**config.mk**
```make
export PLATFORM = sky130hd
export DESIGN_NAME = addr_perm_guard
export DESIGN_NICKNAME = d
export VERILOG_FILES = /design/src/rtl/pms_pkg.sv /design/src/rtl/pms_cfg_bank.sv /design/src/rtl/pms_sect_map.sv /design/src/rtl/pms_verdict.sv /design/src/rtl/addr_perm_guard.sv
export SDC_FILE = /design/constraint.sdc
export NUM_CORES = 1
export LEC_CHECK = 0
export ABC_AREA = 1
export BUFFER_PORTS_ARGS = -buffer_cell sky130_fd_sc_hd__buf_4
export CAP_MARGIN = 25
export CELL_PAD_IN_SITES_DETAIL_PLACEMENT = 1
export CELL_PAD_IN_SITES_GLOBAL_PLACEMENT = 1
export CORE_MARGIN = 1.5
export CORE_UTILIZATION = 45
export CTS_CLUSTER_SIZE = 10
export DETAILED_ROUTE_END_ITERATION = 8
export PLACE_DENSITY_LB_ADDON = 0.2
export SLEW_MARGIN = 20
export SYNTH_ARGS = -nofsm -noshare
export SYNTH_HDL_FRONTEND = slang
export SYNTH_HIERARCHICAL = 1
export SYNTH_SLANG_ARGS = --single-unit
```
**constraint.sdc**
```tcl
create_clock -name clk -period 3.2 [get_ports clk]
set_input_delay 0.16 -clock clk [delete_from_list [all_inputs] [get_ports clk]]
set_output_delay 0.16 -clock clk [all_outputs]
set_load 0.02 [all_outputs]
```
**src/rtl/pms_pkg.sv**
```systemverilog
package pms_pkg;
  localparam int PERM_PER_WORLD = 3;
  localparam int WORLD_COUNT    = 2;
  localparam int ATTR_BITS      = PERM_PER_WORLD * WORLD_COUNT;

  typedef enum logic [1:0] {
    SEC_REJECT = 2'd0,
    SEC_ONE    = 2'd1,
    SEC_TWO    = 2'd2
  } sect_e;

  // Grant bit lookup: index world*3 + kind, kind 3 never granted.
  function automatic logic perm_granted(input logic [ATTR_BITS-1:0] attr,
                                        input logic [1:0] kind,
                                        input logic world);
    int idx;
    if (kind == 2'd3) return 1'b0;
    idx = int'(world) * PERM_PER_WORLD + int'(kind);
    return attr[idx];
  endfunction
endpackage

```
**src/rtl/pms_cfg_bank.sv**
```systemverilog
module pms_cfg_bank #(
  parameter int ADDR_W = 32,
  parameter int ATTR_W = pms_pkg::ATTR_BITS
) (
  input  logic              clk,
  input  logic              rst_n,
  input  logic              bnd_we,
  input  logic [ADDR_W-1:0] bnd0_in,
  input  logic [ADDR_W-1:0] bnd1_in,
  input  logic [ADDR_W-1:0] bnd2_in,
  input  logic              attr_we,
  input  logic [ATTR_W-1:0] attr1_in,
  input  logic [ATTR_W-1:0] attr2_in,
  input  logic              lock_set,
  output logic [ADDR_W-1:0] bnd0_q,
  output logic [ADDR_W-1:0] bnd1_q,
  output logic [ADDR_W-1:0] bnd2_q,
  output logic [ATTR_W-1:0] attr1_q,
  output logic [ATTR_W-1:0] attr2_q,
  output logic              locked_q,
  output logic              bad_bnd_q
);
  logic wr_open, bnd_ordered, bnd_accept, bnd_refuse;

  assign wr_open     = !locked_q;
  assign bnd_ordered = (bnd0_in <= bnd1_in) && (bnd1_in <= bnd2_in);
  assign bnd_accept  = wr_open && bnd_we && bnd_ordered;
  assign bnd_refuse  = wr_open && bnd_we && !bnd_ordered;

  always_ff @(posedge clk or negedge rst_n) begin
    if (!rst_n) begin
      bnd0_q    <= '0;
      bnd1_q    <= '0;
      bnd2_q    <= '0;
      attr1_q   <= '0;
      attr2_q   <= '0;
      locked_q  <= 1'b0;
      bad_bnd_q <= 1'b0;
    end else begin
      bad_bnd_q <= bnd_refuse;
      if (lock_set) locked_q <= 1'b1;
      if (bnd_accept) begin
        bnd0_q <= bnd0_in;
        bnd1_q <= bnd1_in;
        bnd2_q <= bnd2_in;
      end
      if (wr_open && attr_we) begin
        attr1_q <= attr1_in;
        attr2_q <= attr2_in;
      end
    end
  end
endmodule

```
**src/rtl/pms_sect_map.sv**
```systemverilog
module pms_sect_map #(
  parameter int ADDR_W = 32
) (
  input  logic [ADDR_W-1:0] addr,
  input  logic [ADDR_W-1:0] bnd0,
  input  logic [ADDR_W-1:0] bnd1,
  input  logic [ADDR_W-1:0] bnd2,
  output pms_pkg::sect_e    sect
);
  always_comb begin
    if (addr < bnd0 || addr >= bnd2) sect = pms_pkg::SEC_REJECT;
    else if (addr < bnd1)            sect = pms_pkg::SEC_ONE;
    else                             sect = pms_pkg::SEC_TWO;
  end
endmodule

```
**src/rtl/pms_verdict.sv**
```systemverilog
module pms_verdict #(
  parameter int ATTR_W = pms_pkg::ATTR_BITS
) (
  input  pms_pkg::sect_e    sect,
  input  logic [ATTR_W-1:0] attr1,
  input  logic [ATTR_W-1:0] attr2,
  input  logic [1:0]        kind,
  input  logic              world,
  output logic              allow
);
  always_comb begin
    unique case (sect)
      pms_pkg::SEC_ONE: allow = pms_pkg::perm_granted(attr1, kind, world);
      pms_pkg::SEC_TWO: allow = pms_pkg::perm_granted(attr2, kind, world);
      default:          allow = 1'b0;
    endcase
  end
endmodule

```
**src/rtl/addr_perm_guard.sv**
```systemverilog
module addr_perm_guard #(
  parameter int ADDR_W = 32,
  localparam int ATTR_W = pms_pkg::ATTR_BITS
) (
  input  logic              clk,
  input  logic              rst_n,
  input  logic              cfg_bnd_we,
  input  logic [ADDR_W-1:0] cfg_bnd0,
  input  logic [ADDR_W-1:0] cfg_bnd1,
  input  logic [ADDR_W-1:0] cfg_bnd2,
  input  logic              cfg_attr_we,
  input  logic [ATTR_W-1:0] cfg_attr_s1,
  input  logic [ATTR_W-1:0] cfg_attr_s2,
  input  logic              cfg_lock_set,
  output logic              cfg_err,
  input  logic              req_valid,
  input  logic [ADDR_W-1:0] req_addr,
  input  logic [1:0]        req_kind,
  input  logic              req_world,
  output logic              rsp_valid,
  output logic              rsp_fault
);
  logic [ADDR_W-1:0] bnd0_q, bnd1_q, bnd2_q;
  logic [ATTR_W-1:0] attr1_q, attr2_q;
  logic              locked_q;
  pms_pkg::sect_e    req_sect;
  logic              req_allow;

  pms_cfg_bank #(.ADDR_W(ADDR_W), .ATTR_W(ATTR_W)) u_cfg (
    .clk(clk), .rst_n(rst_n),
    .bnd_we(cfg_bnd_we), .bnd0_in(cfg_bnd0), .bnd1_in(cfg_bnd1), .bnd2_in(cfg_bnd2),
    .attr_we(cfg_attr_we), .attr1_in(cfg_attr_s1), .attr2_in(cfg_attr_s2),
    .lock_set(cfg_lock_set),
    .bnd0_q(bnd0_q), .bnd1_q(bnd1_q), .bnd2_q(bnd2_q),
    .attr1_q(attr1_q), .attr2_q(attr2_q),
    .locked_q(locked_q), .bad_bnd_q(cfg_err)
  );

  pms_sect_map #(.ADDR_W(ADDR_W)) u_map (
    .addr(req_addr), .bnd0(bnd0_q), .bnd1(bnd1_q), .bnd2(bnd2_q), .sect(req_sect)
  );

  pms_verdict #(.ATTR_W(ATTR_W)) u_verdict (
    .sect(req_sect), .attr1(attr1_q), .attr2(attr2_q),
    .kind(req_kind), .world(req_world), .allow(req_allow)
  );

  always_ff @(posedge clk or negedge rst_n) begin
    if (!rst_n) begin
      rsp_valid <= 1'b0;
      rsp_fault <= 1'b0;
    end else begin
      rsp_valid <= req_valid;
      rsp_fault <= req_valid && !req_allow;
    end
  end
endmodule

```
# After elaboration in Yosys (flattened, before gate mapping)
# Cells that the tools add are included.
# classes
n_addsub	1
n_mul	1
magnitude_cmp	6
n_eq_ne	3
n_mux	15
reduce_logical	10
# op_table
op	count
less-or-equal comparator 32 bit	2
< comparator 32 bit	2
adder 32 x 3 -> 32 bit	1
>= comparator 32 bit	1
< comparator 32 x 5 -> 1 bit (second input constant)	1
two-way mux 1 bit	10
binary-select mux 1 bit (select 3 bit)	2
logical AND 1 bit	6
== test 2 bit (second input constant)	2
two-way mux 2 bit	2
logical NOT 1 bit	3
multiplier 1 x 2 -> 3 bit (second input constant)	1
== test 2 x 1 -> 1 bit (second input constant)	1
one-hot mux 1 bit (2 select lines)	1
logical OR 1 bit	1
# word_totals
reg_bits	112
out_inout_bits	3
elab_cells	45

# Depth between registers and ports, before layout
# logic_depth
ltp_word	9
depth_mapped	23
depth_no_buf	23

# Cells and area by module
# Netlist, hierarchy kept.
# modules_own_cells
module	instances	cells_each	area_per_inst_um2
pms_cfg_bank	1	735	6150.9
pms_sect_map	1	398	2476.1
pms_verdict	1	52	247.7
addr_perm_guard	1	4	60.1

# Least setup slack after synthesis
# No wires, ideal clock.
# synth_path
kind	reg2reg
start	reg u_cfg.bnd1_q[5]
end	reg rsp_fault
arrival_ps	1973
required_time_ps	3082
slack_ps	1109
stages_incl_launch_ff	17
period_less_slack_ps	2091
cell_sequence	dfrtp_1 -> inv_1 -> ha_1 -> a21oi_1 -> nor2_1 -> nor3_4 -> nand2_1 -> nand2_1 -> nand2_1 -> a21o_1 -> nor2_1 -> inv_1 -> ha_1 -> a21oi_1 -> nand2_1 -> nor2_1 -> nor2_2
# synth_between
elab_chain_cells	7
# synth_rtl
item	line	rtl
from (decl)	pms_cfg_bank.sv:16	output logic [ADDR_W-1:0] bnd1_q,
from (signal assigned)	pms_cfg_bank.sv:44	bnd1_q <= bnd1_in;
< comparator 32 bit (*)	pms_sect_map.sv:12	else if (addr < bnd1) sect = pms_pkg::SEC_ONE;
two-way mux 2 bit (*)	pms_sect_map.sv:12	
two-way mux 2 bit (*)	pms_sect_map.sv:11	if (addr < bnd0 || addr >= bnd2) sect = pms_pkg::SEC_REJECT;
net req_sect[0]	addr_perm_guard.sv:26	pms_pkg::sect_e req_sect;
== test 2 bit or == test 2 x 1 -> 1 bit (tied branches)	n/a	
one-hot mux 1 bit (2 select lines) (*)	pms_verdict.sv:12	unique case (sect)
net req_allow	addr_perm_guard.sv:27	logic req_allow;
logical NOT 1 bit (*)	addr_perm_guard.sv:54	rsp_fault <= req_valid && !req_allow;
logical AND 1 bit (*)	addr_perm_guard.sv:54	
to (signal assigned)	addr_perm_guard.sv:54	
to (decl)	addr_perm_guard.sv:21	output logic rsp_fault
# Mark *: on every way through the listed nets, which the timed path passes. The rest lies on a longest branch.
# A chain may end at the register's enable or synchronous reset.

# Worst setup path after layout
# layout_path
start	reg u_cfg.bnd2_q[31]
end	reg rsp_fault
# layout_between
elab_chain_cells	7
# layout_rtl
item	line	rtl
from (decl)	pms_cfg_bank.sv:17	output logic [ADDR_W-1:0] bnd2_q,
from (signal assigned)	pms_cfg_bank.sv:45	bnd2_q <= bnd2_in;
>= comparator 32 bit (*)	pms_sect_map.sv:11	
logical OR 1 bit (*)	pms_sect_map.sv:11	
two-way mux 2 bit (*)	pms_sect_map.sv:11	
net req_sect[0]	addr_perm_guard.sv:26	
== test 2 bit or == test 2 x 1 -> 1 bit (tied branches)	n/a	
one-hot mux 1 bit (2 select lines) (*)	pms_verdict.sv:12	
net req_allow	addr_perm_guard.sv:27	
logical NOT 1 bit (*)	addr_perm_guard.sv:54	
logical AND 1 bit (*)	addr_perm_guard.sv:54	
# Marks and branches as above.

==> impl_results.md <==
- Final nets: 1631
- CP bufs+invs: 2
- P per Cell Area: 352 nW/um^2
- Filler cells: 2500
- Design area: 10600 um^2
- Sequence of cells on the critical path: inv_1 -> ha_1 -> a21oi_1 -> o21ai_0 -> a21oi_1 -> nand2_1 -> a21oi_1 -> nand2_1 -> nor2_1 -> inv_1 -> ha_1 -> a21oi_1 -> nand2_1 -> nor2_1 -> nor2_2
- Most frequent cell after synthesis: nand2_1
- Core footprint: 19500 um^2
- Hold Crit Depth: 2
- Port bufs: 151
- Hold Path End: u_cfg/attr1_q[2]
- Share of layout cells above drive strength 1: 0.154
- First-pass GRT wire length: 43200 um
- Clock tree buffer depth: 2
- All-Layer GR Usage: 0.266
- CTS HTree Levels: 3
- Dpl ws: 590 ps
- Most used DFF post-synth: dfrtp_1
- Setup Viol. Count Final: 0
- Max_cap viols: 0
- CP dominant cell by count: a21oi_1
- Post-DP HPWL: 20200 um
- Final antenna-violating net count: 0
- Final period utilization: 0.813
- Origin of the worst setup path: u_cfg/bnd2_q[31]
- Finished Layout Cells: 1590
- CP delay by family, top: compound AO/OA/AOI/OAI gates
- Fraction of registers with async set/reset: 1.00
- # diodes: 0
- Setup Skew: 9.08 ps
- Routability cong.: 0.795
- Worst Setup Slack, final: 600 ps
- Post-Synthesis Cells: 1189
- Slowest CP cell: dfrtp_1
- Initial antenna violation count: 0
- Post-synth top cells: nand2_1 (366), inv_1 (200), ha_1 (161), dfrtp_1 (112), nand4_1 (104)
- Post-synthesis sequential area ratio: 0.314
- FF-to-FF End: rsp_fault
- Min cycle time layout: 2600 ps
- Largest net degree at the start of global routing: 98
- Synth Register Bits: 112
- Cell leakage power: 5.82 nW
- Worst reg-to-reg setup slack: 600 ps
- Final hold vios: 0
- Cell area after synthesis: 8930 um^2
- Vert. Die Dim: 144 um
- Vias: 8256
- Netlist cell types: 35
- Average wire per standard cell: 16.6 um
- Layout area overhead: 18.6%
- Origin of the critical flop-to-flop path: u_cfg/bnd2_q[31]
- Setup TNS: 0 ps
- WHS: 40.9 ps
- Post-Route WL: 26300 um
- DP Cell Count: 1571
- Routed vias/inst: 5.19
- Root Buffer Master: clkbuf_16
- Worst EP arrival: 2840 ps
- Die Wd: 144 um
- Hold WC Path Type: input port to flip-flop
- Clock transition at the registers of the reported paths: 70 ps
- Post-place instance area: 10300 um^2
- Row count: 51
- DRC: 0
- RSZ-0062 raised after global routing: no
- # IOs: 152
- Hold_sp: cfg_attr_s1[2]
- Die ar.: 20700 um^2
- Tightest Pin Transition: 673 ps
- Starting Density: 0.459
- Clock sinks: 112
- Synth Area per Inst: 7.51 um^2
- Setup Fix Bufs, Post-CTS: 0
- Crit. End Element: flip-flop
- Number of enable flip-flop cells after synthesis: 0
- CTS tree: yes
- Worst path required time: 3440 ps
- CTS Buf Count: 9
- Total grt overflow: 0
- Max-slew violations: 0
- DR pass1 iterations: 5
- Starting DRT DRC Count: 269
- Yosys warns: 6
- Number of global-route vias before repair: 8774
- Worst VDD drop: 0.000220 V
- R2R cell count: 15
- Area leader, netlist: dfrtp_1
- Peak per-stage delay on the critical path: 360 ps
- Slew headroom: 0.551
- Skew-Pair Late Insertion Delay: 350 ps
- Syn_nets: 1500
- Area of the multi-input gates: 5150 um^2
- Storage cell area: 2800 um^2
- Dominant cells by area after synthesis: dfrtp_1 (31%), ha_1 (23%), nand2_1 (15%), inv_1 (8.4%), nand4_1 (7.3%)
- Max Freq: 385 MHz
- Run status: finished, final reports clean
- Synth top area share: 0.314
- Critical path class: flip-flop to flip-flop
- Critical path peak fanout: 2
- Element type at the critical path start: flip-flop
logic make-up after synthesis:
| group | share of synthesized area |
|---|---|
| buffers and inverters | 0.112 |
| muxes | 0.0151 |
| DFF | 0.314 |
| and+or+nand+nor | 0.269 |
| AOI/OAI and AO/OA | 0.0627 |
| adders and majority gates | 0.228 |
worst register-to-register path, cell delays in order (launching register included):
cell and delay, ps:
dfrtp_1 360, inv_1 60, ha_1 290, a21oi_1 160, o21ai_0 110, a21oi_1 310, nand2_1 110, a21oi_1 120
nand2_1 80, nor2_1 150, inv_1 60, ha_1 300, a21oi_1 130, nand2_1 70, nor2_1 130, nor2_2 60
worst max-delay path by stage:
| stage | endpoint | slack (ps) | depth (start not counted) |
|---|---|---|---|
| after floorplan | rsp_fault | 1110 | 16 |
| final | rsp_fault | 600 | 15 |
| after global placement | u_cfg/bnd0_q[15] | 670 | 14 |
| after CTS | rsp_fault | 610 | 15 |
| after global routing | rsp_fault | 330 | 15 |
| after detailed placement | u_cfg/bnd0_q[4] | 590 | 14 |
metal layers:
metal  part of all wire  GRT usage  vias to the layer above  routed length [um]
met5                  0          0                        -                   0
met4              0.020     0.0870                        0                 514
met3              0.039     0.0307                       30                1020
met2               0.49      0.464                      164               12900
met1               0.45      0.340                     3947               11900
li1                   -          -                     4115                   -
area by class of cell:
cell class	count	area share
Multi-Input combinational cell	826	0.486
Clock buffer	14	0.0240
Inverter	210	0.0744
Sequential cell	112	0.265
Tap cell	265	0.0313
Timing Repair Buffer	161	0.118
Clock inverter	2	0.00142
power by group:
group | switching, W | leakage [nW] | internal [W] | total [W]
combinational | 0.000644 | 4.19 | 0.000438 | 0.00108
clock | 0.000531 | 0.123 | 0.000553 | 0.00108
sequential | 0.0000522 | 1.51 | 0.00151 | 0.00156
total | 0.00123 | 5.82 | 0.00250 | 0.00373
cells in the final DEF (no fill, tap or decap), types with 5 or more instances in the layout:
master       n
a21oi_1     76
buf_4      155
clkbuf_16    9
dfrtp_1    112
ha_1       161
inv_1      200
inv_2        9
mux2_2      12
nand2_1    366
nand3_1     16
nand4_1    104
nor2_1      43
o21a_1       7
o21ai_0     12
o21ai_1      5
repair_timing:
action	4_1_cts	5_1_grt
hold buffers	3	0
endpoints found under the hold margin	38	0
gates resized for setup	0	0
through the flow:
| stage | utilization | total power, W |
|---|---|---|
| 6_report | 0.544 | 0.00373 |
| 5_1_grt | 0.544 | 0.00399 |
| 4_1_cts | 0.544 | 0.00377 |
| 3_5_place_dp | 0.529 | 0.00267 |
| 3_3_place_gp | 0.529 | 0.00261 |
| 2_1_floorplan | - | 0.00221 |
flip-flops by register name, indices dropped and copies added, names as in the netlist:
| register | cells |
|---|---|
| u_cfg/locked_q | 1 |
| u_cfg/bnd2_q | 32 |
| rsp_valid | 1 |
| u_cfg/bnd0_q | 32 |
| rsp_fault | 1 |
| u_cfg/attr1_q | 6 |
| u_cfg/bnd1_q | 32 |
| u_cfg/attr2_q | 6 |
| u_cfg/bad_bnd_q | 1 |
Note: power is estimated with default switching activity, not from simulation.
